`src/rtl/opnd2_pkg.sv`:
```
package opnd2_pkg;

    localparam int OP_AMT_W = 8;

    typedef enum logic [1:0] {
        SHK_LSL = 2'd0,
        SHK_LSR = 2'd1,
        SHK_ASR = 2'd2,
        SHK_ROR = 2'd3
    } shift_kind_e;

    typedef struct packed {
        shift_kind_e            kind;
        logic [OP_AMT_W-1:0]    amount;
    } shift_req_t;

endpackage

```
`src/rtl/opnd2_imm_rotator.sv`:
```
module opnd2_imm_rotator #(
    parameter int XLEN   = 32,
    parameter int CONSTW = 8,
    parameter int ROTW   = 4
) (
    input  logic [CONSTW-1:0] konst,
    input  logic [ROTW-1:0]   rot_code,
    input  logic              carry_in,
    output logic [XLEN-1:0]   result,
    output logic              carry_out
);
    localparam int SHW = ROTW + 1;

    logic [SHW-1:0]    rot_amt;
    logic [XLEN-1:0]   wide_k;
    logic [2*XLEN-1:0] dbl;

    always_comb begin
        rot_amt   = {rot_code, 1'b0};
        wide_k    = {{(XLEN-CONSTW){1'b0}}, konst};
        dbl       = {wide_k, wide_k} >> rot_amt;
        result    = dbl[XLEN-1:0];
        carry_out = (rot_code == '0) ? carry_in : dbl[XLEN-1];
    end
endmodule

```
`src/rtl/opnd2_shift_core.sv`:
```
module opnd2_shift_core
    import opnd2_pkg::*;
#(
    parameter int XLEN = 32
) (
    input  shift_req_t        req,
    input  logic [XLEN-1:0]   value,
    input  logic              carry_in,
    output logic [XLEN-1:0]   result,
    output logic              carry_out
);
    localparam int MODW = $clog2(XLEN);

    logic [XLEN:0]        lsl_t;
    logic [XLEN:0]        lsr_t;
    logic signed [XLEN:0] asr_t;
    logic [2*XLEN-1:0]    ror_t;

    always_comb begin
        lsl_t = {1'b0, value} << req.amount;
        lsr_t = {value, 1'b0} >> req.amount;
        asr_t = $signed({value, 1'b0}) >>> req.amount;
        ror_t = {value, value} >> req.amount[MODW-1:0];

        if (req.amount == '0) begin
            result    = value;
            carry_out = carry_in;
        end else begin
            unique case (req.kind)
                SHK_LSL: begin
                    result    = lsl_t[XLEN-1:0];
                    carry_out = lsl_t[XLEN];
                end
                SHK_LSR: begin
                    result    = lsr_t[XLEN:1];
                    carry_out = lsr_t[0];
                end
                SHK_ASR: begin
                    result    = asr_t[XLEN:1];
                    carry_out = asr_t[0];
                end
                default: begin
                    result    = ror_t[XLEN-1:0];
                    carry_out = ror_t[XLEN-1];
                end
            endcase
        end
    end
endmodule

```
`src/rtl/opnd2_shifter.sv`:
```
module opnd2_shifter
    import opnd2_pkg::*;
#(
    parameter int XLEN   = 32,
    parameter int CONSTW = 8,
    parameter int ROTW   = 4
) (
    input  logic [CONSTW+ROTW-1:0] op_field,
    input  logic                   use_imm,
    input  logic [XLEN-1:0]        rm_val,
    input  logic [XLEN-1:0]        rs_val,
    input  logic                   carry_in,
    output logic [XLEN-1:0]        operand_out,
    output logic                   carry_out
);
    localparam int FIELDW   = CONSTW + ROTW;
    localparam int CNTW     = $clog2(XLEN);
    localparam int SRC_BIT  = 4;
    localparam int KIND_LO  = SRC_BIT + 1;
    localparam int CNT_LO   = KIND_LO + 2;

    shift_req_t        req_d;
    logic [XLEN-1:0]   imm_res, reg_res;
    logic              imm_c, reg_c;
    logic              unused_bits;

    assign unused_bits = ^{op_field[SRC_BIT-1:0], rs_val[XLEN-1:OP_AMT_W]};

    always_comb begin
        req_d.kind = shift_kind_e'(op_field[KIND_LO +: 2]);
        if (op_field[SRC_BIT])
            req_d.amount = rs_val[OP_AMT_W-1:0];
        else
            req_d.amount = {{(OP_AMT_W-CNTW){1'b0}}, op_field[CNT_LO +: CNTW]};
    end

    opnd2_imm_rotator #(.XLEN(XLEN), .CONSTW(CONSTW), .ROTW(ROTW)) u_imm (
        .konst     (op_field[CONSTW-1:0]),
        .rot_code  (op_field[FIELDW-1:CONSTW]),
        .carry_in  (carry_in),
        .result    (imm_res),
        .carry_out (imm_c)
    );

    opnd2_shift_core #(.XLEN(XLEN)) u_core (
        .req       (req_d),
        .value     (rm_val),
        .carry_in  (carry_in),
        .result    (reg_res),
        .carry_out (reg_c)
    );

    always_comb begin
        operand_out = use_imm ? imm_res : reg_res;
        carry_out   = use_imm ? imm_c   : reg_c;
    end
endmodule

```
`config.mk`:
```
export PLATFORM = sky130hd
export DESIGN_NAME = opnd2_shifter
export DESIGN_NICKNAME = d
export VERILOG_FILES = /design/src/rtl/opnd2_pkg.sv /design/src/rtl/opnd2_imm_rotator.sv /design/src/rtl/opnd2_shift_core.sv /design/src/rtl/opnd2_shifter.sv
export SDC_FILE = /design/constraint.sdc
export NUM_CORES = 1
export LEC_CHECK = 0
export BUFFER_PORTS_ARGS = -buffer_cell sky130_fd_sc_hd__clkbuf_2
export CORE_ASPECT_RATIO = 1.4
export CORE_MARGIN = 5
export CORE_UTILIZATION = 40
export DETAILED_ROUTE_END_ITERATION = 10
export SETUP_SLACK_MARGIN = 0.2
export SLEW_MARGIN = 20
export SYNTH_ARGS = -nofsm -noshare
export SYNTH_HDL_FRONTEND = slang
export SYNTH_SLANG_ARGS = --single-unit
```
`constraint.sdc`:
```
create_clock -name vclk -period 4.4
set_input_delay 0.88 -clock vclk [all_inputs]
set_output_delay 0.88 -clock vclk [all_outputs]
set_load 0.005 [all_outputs]
```
; Yosys cells after proc, flatten, opt, wreduce, memory -nomap -nowiden
; Index checks and enable logic that the tools add are counted.
[totals]
wordCells = 18
register_bits = 0
inputBits = 78
[classes]
n_shift = 5
n_reduce_logical = 3
muxes = 8
n_eq_ne = 2
[op_table]
columns = op, n
row1 = 32-bit one-hot mux with 3 select lines, 1
row2 = 32-bit 2-to-1 mux, 2
row3 = 64-bit by 5-bit >> shifter with 32-bit output, 1
row4 = 40-bit by 5-bit >> shifter with 32-bit output, 1
row5 = 32-bit by 8-bit left shift with 33-bit output, 1
row6 = 33-bit by 8-bit >> shifter with 33-bit output, 1
row7 = 33-bit by 8-bit >>> shifter with 33-bit output, 1
row8 = 8-bit logical NOT, 1
row9 = 8-bit 2-to-1 mux, 1
row10 = 4-bit logical NOT, 1
row11 = 1-bit 2-to-1 mux, 3
row12 = 1-bit one-hot mux with 3 select lines, 1
row13 = 2-bit by 1-bit == test with 1-bit output (second input constant), 1
row14 = 2-bit == test (second input constant), 1
row15 = 2-bit logical NOT, 1

; Logic depth before layout (Yosys ltp)
; Gate-level depths: netlist of the first run.
[depth]
ltp_word = 5
ltp_mapped = 13
ltp_nobuf = 8

; Modules after synthesis
; A second synthesis of the first run with hierarchy kept.
[hier_totals]
cells_unflattened = 985
area_unflattened_um2 = 7682.4
[by_module_without_submodules]
columns = module, instances, cells_per_inst, area_each_um2
row1 = opnd2_shift_core, 1, 838, 6363.6
row2 = opnd2_imm_rotator, 1, 101, 683.2
row3 = opnd2_shifter, 1, 46, 635.6

; Worst setup path before layout of the first run
; OpenSTA, ideal clock, no wires.
[synth_path]
path_kind = input -> output
start = input port op_field[4]
end = output port operand_out[19]
arrival_ns = 3.110
stages = 11
setup_slack_ns = 0.410
path_buffers = 5
t_required_ns = 3.520
cell_sequence = buf_6 mux2_2 buf_6 buf_4 buf_4 buf_4 a222oi_1 nor2_1 a2111oi_2 a31oi_1 a31oi_1
[synth_via]
elab_chain_len = 5
word_cells_on_any_way = 9
classes_between = shift: 4 / mux: 4 / reduce/logical: 1
[synth_lines]
columns = item, line_no
row1 = start: declaration, opnd2_shifter.sv:8  ; input logic [CONSTW+ROTW-1:0] op_field,
row2 = 8-bit 2-to-1 mux (*), opnd2_shifter.sv:31  ; if (op_field[SRC_BIT])
row3 = 33-bit by 8-bit >>> shifter with 33-bit output (tied with other cells), opnd2_shift_core.sv:22  ; asr_t = $signed({value, 1'b0}) >>> req.amount;
row4 = 32-bit one-hot mux with 3 select lines, opnd2_shift_core.sv:29  ; unique case (req.kind)
row5 = 32-bit 2-to-1 mux (*), opnd2_shift_core.sv:25  ; if (req.amount == '0) begin
row6 = 32-bit 2-to-1 mux (*), opnd2_shifter.sv:54  ; operand_out = use_imm ? imm_res : reg_res;
row7 = end: declaration, opnd2_shifter.sv:13  ; output logic [XLEN-1:0] operand_out,
; Every way passes the cells marked *; elsewhere a longest branch is shown, timed or not.

; Final worst setup path of the first run
[layout_path]
start = input port op_field[4]
end = output port operand_out[13]
; Same word-level chain as after synthesis.

==> results.json, run 1 <==
{
  "run_status": "finished with violations",
  "failed_checks": "setup timing",
  "setup_violations": 22,
  "yosys_warnings": 0,
  "hold_viol_final": 0,
  "antenna_found_initial": 0,
  "synth_nets": 1270,
  "hp-class": "input port to output port",
  "whs_ns": 2.32,
  "path_max_fanout": 7,
  "relSlewSlack": 0.554,
  "seq_cells": 0,
  "fin_cells": 1824,
  "power_density_mw_per_mm2": 181,
  "route.detailed.wl_per_inst_um": 34.4,
  "dpl.hpwl_mm": 45.6,
  "drt-pass1-iter-count": 11,
  "vias": 13800,
  "leakagePower_nw": 5.59,
  "worst-endpoint-required_ns": 3.52,
  "setup.worst_path.start_class": "input port",
  "period_share": 1.04,
  "synthCells": 1192,
  "dp_cells": 1781,
  "layout.nets": 1656,
  "finalWorstSetupSlack_ns": -0.160,
  "placementRows": 60,
  "avgSynthCellArea_sq_um": 6.56,
  "placed_area_sq_mm": 0.0110,
  "die_area_sq_mm": 0.0225,
  "grt_pass1_wl_mm": 84.5,
  "hp-start": "rm_val[25]",
  "synthesis.area_sq_mm": 0.00782,
  "grt_max_degree": 33,
  "tns_ns": -1.41,
  "worst_pin_slew_ns": 0.667,
  "synth-seq-area-share": 0,
  "ioPinCount": 111,
  "drt_iter0_drc": 2870,
  "hold_depth": 5,
  "io_buffers": 87,
  "cp-end-kind": "output port",
  "diodes": 0,
  "vias_per_cell": 7.56,
  "initial_core_util": 0.407,
  "holdPathEnd": "operand_out[25]",
  "area_delta_synth_final_pct": 65.3,
  "rsz0062_at_grt": "yes",
  "die_w_um": 128,
  "ys_top_cells_by_area": "mux2i_1, nand2_1, o21ai_0",
  "vdd_ir_drop_max_mv": 0.0802,
  "ant_nets": 0,
  "coreArea_sq_mm": 0.0192,
  "max_freq_mhz": 219,
  "routed_wl_mm": 62.7,
  "finalCriticalPeriod_ns": 4.56,
  "layout.clock_buffers": 0,
  "report.final.slew_viol_count": 0,
  "seq_area_sq_um": 0,
  "path_class": "input port to output port",
  "die_height_um": 175,
  "routabilityCongestion": 1.11,
  "yosysTopAreaCellShare": 0.188,
  "yosysTopAreaCell": "mux2i_1",
  "cap_viol_max_count": 0,
  "drcViolationCount": 0,
  "drive_above_1_share": 0.489,
  "postCtsHoldBufs": 0,
  "fin_area_sq_mm": 0.0129,
  "critPathArrivalTime_ns": 3.68,
  "total_power_mw": 2.34,
  "grt_remaining_overflow": 0,
  "grt.total_usage": 0.505,
  "synth_cell_types": 74,
  "grt_pass1_vias": 12600
}
logic make-up after synthesis:
logic type             Yosys count  synth area share
multiplexers                   196             0.286
buffers and inverters          158            0.0890
AND/OR/NAND/NOR                371             0.215
AO/OA/AOI/OAI                  467             0.410
worst max path at each step:
| stage | slack [ns] | cells after the start | startpoint | end |
|---|---|---|---|---|
| 2_1_floorplan | 0.41 | 11 | op_field[4] | operand_out[19] |
| 3_3_place_gp | -0.48 | 14 | op_field[4] | operand_out[2] |
| 3_5_place_dp | -0.47 | 14 | op_field[4] | operand_out[2] |
| 4_1_cts | -0.07 | 14 | op_field[4] | operand_out[2] |
| 5_1_grt | -0.21 | 13 | op_field[4] | operand_out[1] |
| 6_report | -0.16 | 13 | op_field[4] | operand_out[13] |
critical path, stage by stage:
cell,delay [ns]
buf_12,0.11
mux2_4,0.40
buf_6,0.17
buf_16,0.15
mux2i_4,0.20
mux2_4,0.30
a222oi_1,0.47
a21o_1,0.26
o21a_1,0.13
o22ai_1,0.07
buf_4,0.16
a32oi_2,0.21
buf_2,0.16
metal layers:
metal / GRT usage / part of all wire / up-vias
li1: - / - / 5439
met1: 0.587 / 0.32 / 6243
met2: 0.762 / 0.41 / 1532
met3: 0.135 / 0.14 / 573
met4: 0.428 / 0.13 / 0
met5: 0 / 0 / -
timing repair:
action,CTS,global route
pin swaps,51,56
endpoints found under the setup margin,33,33
gates cloned,2,1
resized for setup,175,160
buffers inserted,17,23
Yosys cell counts (8+ instances only):
| cell | count |
|---|---|
| a2111oi_0 | 8 |
| a211oi_1 | 24 |
| a21o_1 | 13 |
| a21oi_1 | 70 |
| a221o_1 | 11 |
| a221oi_1 | 17 |
| a22o_1 | 12 |
| a22oi_1 | 16 |
| a31oi_1 | 25 |
| a32oi_1 | 9 |
| buf_1 | 19 |
| buf_2 | 23 |
| clkbuf_1 | 83 |
| inv_1 | 20 |
| mux2_2 | 30 |
| mux2i_1 | 147 |
| mux4_2 | 17 |
| nand2_1 | 138 |
| nand2b_1 | 11 |
| nand3_1 | 26 |
| nand4_1 | 9 |
| nor2_1 | 106 |
| nor2b_1 | 8 |
| nor3_1 | 31 |
| o211ai_1 | 11 |
| o21a_1 | 9 |
| o21ai_0 | 91 |
| o221ai_1 | 9 |
| o22ai_1 | 59 |
| o31ai_1 | 13 |
| o32ai_1 | 10 |
through the flow:
step / util / setup slack, ns
after global placement: 0.574 / -0.484
final: 0.672 / -0.160
after detailed placement: 0.574 / -0.469
after CTS: 0.623 / -0.0714
after global routing: 0.672 / -0.209
after floorplan: - / 0.410
report_power, final:
part / switching, mW / internal (mW)
logic: 1.34 / 1.00
registers: 0 / 0
clock network: 0 / 0
layout by cell type, fill, tap and decap left out, drive strengths merged, types with 8 or more instances in the layout:
cell type  instances
buf              451
mux2i            147
nand2            138
nor2             106
o21ai             94
clkbuf            70
a21oi             70
o22ai             59
nor3              31
mux2              31
nand3             26
a31oi             25
a211oi            24
inv               20
mux4              18
a221oi            17
a22oi             16
a21o              13
o31ai             13
a22o              12
nand2b            12
o211ai            11
a221o             11
o32ai             11
a2111oi           10
nand4              9
o221ai             9
o21a               9
a32oi              9
nor2b              8
layout make-up:
type / instances / area, sq um
Fill cell: 1633 / 6300
Inverter: 21 / 78.8
Multi-Input combinational cell: 1034 / 8490
Tap cell: 248 / 310
Timing Repair Buffer: 521 / 4040
(Power assumes the default switching activity.)
==> run 2, diff against run 1 <==
--- a/config.mk
+++ b/config.mk
@@ -10,6 +10,7 @@
 export CORE_MARGIN = 5
 export CORE_UTILIZATION = 40
 export DETAILED_ROUTE_END_ITERATION = 10
+export RECOVER_POWER = 50
 export SETUP_SLACK_MARGIN = 0.2
 export SLEW_MARGIN = 20
 export SYNTH_ARGS = -nofsm -noshare
==> run 2 against run 1 <==
Flip-flop and latch count is the same. Worst hold slack lost 0.0023 ns. Count of clock-buffer cells in the layout is the same. Maximum frequency grew 0.30%. Final cell count is the same. Global-route usage is the same. Via count shrank 1.2%. Critical path type unchanged. Largest power group unchanged. Setup slack gained 0.014 ns. Combinational power is essentially flat. Highest routed layer unchanged. Final area is essentially flat. First-iteration DRC count grew 0.38%. The flow still finishes with violations (setup timing).
==> results.json, run 2 (synthesized netlist as in run 1, its figures left out) <==
{
  "final_cell_mix": "buf_4, nand2_1, mux2i_1, nor2_1, o21ai_0",
  "power_density_mw_per_mm2": 181,
  "p_int_mw": 1.00,
  "rsz0062_at_grt": "yes",
  "multi_input_area_sq_mm": 0.00849,
  "seq_area_sq_um": 0,
  "place_ws_ns": -0.469,
  "dp_cells": 1781,
  "period_share": 1.03,
  "drive_above_1_share": 0.487,
  "p_sw_mw": 1.34,
  "leakagePower_nw": 5.59,
  "setup.worst_path.start_class": "input port",
  "hp-class": "input port to output port",
  "grt.total_usage": 0.505,
  "die_area_sq_mm": 0.0225,
  "failed_checks": "setup timing",
  "layout.clock_buffers": 0,
  "pwr-share-seq": 0,
  "grt_remaining_overflow": 0,
  "power.share.clock": 0,
  "die_w_um": 128,
  "cap_viol_max_count": 0,
  "critPathArrivalTime_ns": 3.67,
  "ant_nets": 0,
  "layout.nets": 1656,
  "drt-pass1-iter-count": 9,
  "crit_top_cell": "mux2_4",
  "worst_pin_slew_ns": 0.648,
  "report.final.slew_viol_count": 0,
  "vias": 13600,
  "grt_max_degree": 33,
  "relSlewSlack": 0.567,
  "run_status": "finished with violations",
  "vias_per_cell": 7.47,
  "die_height_um": 175,
  "drcViolationCount": 0,
  "vdd_ir_drop_max_mv": 0.0806,
  "route.detailed.wl_per_inst_um": 34.4,
  "setup_violations": 21,
  "finalCriticalPeriod_ns": 4.55,
  "setup.worst_path.start": "op_field[4]",
  "routabilityCongestion": 1.11,
  "max_freq_mhz": 220,
  "path_class": "input port to output port",
  "drt_iter0_drc": 2881,
  "placementRows": 60,
  "hp-start": "rm_val[25]",
  "slowest_stage": "a222oi_1",
  "ioPinCount": 111,
  "critical-path-top-delay-family": "compound AO/OA/AOI/OAI gates",
  "worst-endpoint-required_ns": 3.52,
  "antenna_found_initial": 0,
  "hold_viol_final": 0,
  "area_delta_synth_final_pct": 65.2,
  "p_sw_frac": 0.572,
  "finalWorstSetupSlack_ns": -0.146,
  "tns_ns": -1.31,
  "final_common_cell": "buf_4",
  "grt_pass1_vias": 12600,
  "cp_slowest_stage_delay_ns": 0.45,
  "initial_core_util": 0.407,
  "pwr-share-comb": 1.000,
  "worst-path-buf-inv": 5,
  "diodes": 0,
  "cp-end-kind": "output port",
  "io_buffers": 87,
  "path_max_fanout": 7,
  "fin_cells": 1824,
  "routed_wl_mm": 62.8,
  "total_power_mw": 2.34,
  "coreArea_sq_mm": 0.0192,
  "postCtsHoldBufs": 0,
  "crit_chain": "buf_12 > mux2_4 > buf_6 > buf_16 > mux2i_4 > mux2_4 > a222oi_1 > a21o_1 > o21a_1 > o22ai_1 > buf_4 > a32oi_2 > buf_2",
  "grt_pass1_wl_mm": 84.5,
  "fill_cells": 1635,
  "dpl.hpwl_mm": 45.6,
  "seq_cells": 0
}
[run 2: changes by cell type in the layout (fill, tap and decap cells not counted), sizes merged]
cell    before  now
buf        451  449
clkbuf      70   72
[run 2: stage by stage]
stage	utilization	area, sq um	hold WS [ns]
floorplan	-	7820	1.86
global placement	0.574	11000	2.29
detailed placement	0.574	11000	2.30
CTS	0.623	12000	2.30
global route	0.672	12900	2.35
finish	0.672	12900	2.32
[run 2: final timing paths]
kind	to	slack, ns	cells past startpoint
worst max-delay path	operand_out[13]	-0.15	13
worst min-delay path	operand_out[25]	2.32	5
[run 2: timing repair]
action	in CTS	in global routing
endpoints found under the hold margin	0	0
gates resized for setup	175	160
endpoints found under the setup margin	33	33
gates cloned	2	1
pin swaps	51	56
buffers inserted	17	23
[run 2: area by class of cell]
| type | count | share of cell area |
|---|---|---|
| multi-input combinational | 1034 | 0.657 |
| tap | 248 | 0.0240 |
| timing repair buffer | 521 | 0.312 |
| inverter | 21 | 0.00610 |
[run 2: tightest hold or removal path, delay by kind of cell]
family                 cells  cell delay [ns]
AOI/OAI and AO/OA          1             0.09
buffers and inverters      3             0.39
and+or+nand+nor            1             0.08
[run 2: power by group through the flow]
stage	Sequential, mW	Clock (mW)	Combinational [mW]
6_report	0	0	2.34
5_1_grt	0	0	2.36
4_1_cts	0	0	1.99
3_5_place_dp	0	0	1.78
3_3_place_gp	0	0	1.78
2_1_floorplan	0	0	0.864
[run 2: layer usage]
layer,part of all wire,vias to the layer above,global-route usage,wire [um]
met5,0,-,0,0
met2,0.41,1449,0.762,25700
li1,-,5436,-,-
met4,0.13,0,0.428,8110
met3,0.14,522,0.135,8710
met1,0.32,6213,0.587,20300
==> run 3, diff against run 2 <==
--- a/config.mk
+++ b/config.mk
@@ -6,6 +6,7 @@
 export NUM_CORES = 1
 export LEC_CHECK = 0
 export BUFFER_PORTS_ARGS = -buffer_cell sky130_fd_sc_hd__clkbuf_2
+export CAP_MARGIN = 30
 export CORE_ASPECT_RATIO = 1.4
 export CORE_MARGIN = 5
 export CORE_UTILIZATION = 40
==> constraint.sdc (replaced) <==
create_clock -name vclk -period 5.25
set_input_delay 1.05 -clock vclk [all_inputs]
set_output_delay 1.05 -clock vclk [all_outputs]
set_load 0.005 [all_outputs]
==> run 3 against run 2 <==
The flow now finishes without violations. Count of clock-buffer cells in the layout unchanged. Via count decreased by 12%. Power decreased by 41%. Largest power group unchanged.
==> results.json, run 3 (synthesized netlist as in run 1, its figures left out) <==
{
  "run_status": "finished, final reports clean",
  "hold_viol_final": 0,
  "path_class": "input port to output port",
  "worst-endpoint-required_ns": 4.20,
  "die_area_sq_mm": 0.0225,
  "worst_pin_slew_ns": 0.775,
  "leakagePower_nw": 4.00,
  "cap_viol_max_count": 0,
  "routed_wl_mm": 54.7,
  "seq_area_sq_um": 0,
  "layout.nets": 1391,
  "grt_remaining_overflow": 0,
  "routabilityCongestion": 1.18,
  "hp-class": "input port to output port",
  "path_max_fanout": 10,
  "coreArea_sq_mm": 0.0192,
  "drcViolationCount": 0,
  "dp_cells": 1552,
  "tns_ns": 0,
  "cp-end-kind": "output port",
  "vias_per_cell": 7.66,
  "drive_above_1_share": 0.256,
  "grt_pass1_wl_mm": 76.5,
  "setup_violations": 0,
  "setup.worst_path.start_class": "input port",
  "period_share": 0.974,
  "fin_cells": 1559,
  "layout.clock_buffers": 0,
  "placementRows": 60,
  "ant_nets": 0,
  "slowest_stage": "a21oi_1",
  "area_delta_synth_final_pct": 21.2,
  "grt.total_usage": 0.458,
  "dpl.hpwl_mm": 43.1,
  "vdd_ir_drop_max_mv": 0.0439,
  "drt_iter0_drc": 2334,
  "io_buffers": 87,
  "ioPinCount": 111,
  "vias": 11900,
  "critical-path-top-delay-family": "compound AO/OA/AOI/OAI gates",
  "crit_chain": "buf_4 > mux2_4 > clkbuf_2 > mux2i_1 > o22ai_1 > a21o_1 > o21ai_0 > nor2_1 > a21oi_1 > o31a_1 > clkbuf_2",
  "initial_core_util": 0.407,
  "final_cell_mix": "buf_4, mux2i_1, nand2_1, nor2_1, o21ai_0",
  "route.detailed.wl_per_inst_um": 35.1,
  "crit_top_cell": "clkbuf_2",
  "final_util": 0.493,
  "relSlewSlack": 0.478,
  "worst-path-buf-inv": 3,
  "report.final.slew_viol_count": 0,
  "die_height_um": 175,
  "whs_ns": 2.64,
  "drt-pass1-iter-count": 8,
  "grt_max_degree": 59,
  "critPathArrivalTime_ns": 4.06,
  "power_density_mw_per_mm2": 145,
  "grt_pass1_vias": 11000,
  "final_common_cell": "buf_4",
  "postCtsHoldBufs": 0,
  "finalCriticalPeriod_ns": 5.11,
  "max_freq_mhz": 196,
  "die_w_um": 128,
  "rsz0062_at_grt": "yes",
  "diodes": 0,
  "seq_cells": 0,
  "cp_slowest_stage_delay_ns": 0.47,
  "antenna_found_initial": 2
}
==> run 3: cell types whose count changed in the layout (fill, tap and decap cells not counted), moves of 15 or more <==
cell / previous run / this run
buf_6: 30 / 0
buf_4: 386 / 159
mux2i_4: 19 / 4
nor2_1: 89 / 105
clkbuf_2: 70 / 86
mux2i_1: 115 / 140
buf_2: 16 / 0
a21oi_1: 54 / 69
o21ai_0: 71 / 89
==> run 3: area by class of cell <==
type                       count  area (sq um)
multi-input combinational   1035          7270
timing repair buffer         255          1820
tap                          248           310
fill                        2054          9750
inverter                      21          78.8
==> run 3: worst paths after layout <==
check,startpoint,to,slack (ns),cells after the start
hold / removal,carry_in,carry_out,2.64,5
setup / recovery,op_field[4],operand_out[14],0.14,11
==> run 3: per-layer routing <==
layer,wire length (um),global-route usage,up-vias
met5,31,0,-
met4,5790,0.343,4
met3,6040,0.0724,293
met2,23500,0.710,1111
met1,19300,0.565,5626
li1,-,-,4913
==> run 3: power breakdown <==
part,internal [mW],total (mW),switching (mW)
clock network,0,0,0
logic,0.494,1.37,0.877
registers,0,0,0
==> run 3: repair_timing <==
action / CTS / global route
resized for setup: 6 / 21
buffers inserted: 0 / 5
cloned: 0 / 2
endpoints found under the setup margin: 3 / 21
pin swaps: 0 / 3
==> run 3: metrics by stage <==
step / setup WS, ns / power [mW] / instance area, sq um
2_1_floorplan: 0.920 / 0.724 / 7820
3_3_place_gp: 0.0375 / 1.27 / 9300
3_5_place_dp: 0.0229 / 1.27 / 9300
4_1_cts: 0.206 / 1.28 / 9330
5_1_grt: 0.0727 / 1.40 / 9470
6_report: 0.136 / 1.37 / 9470
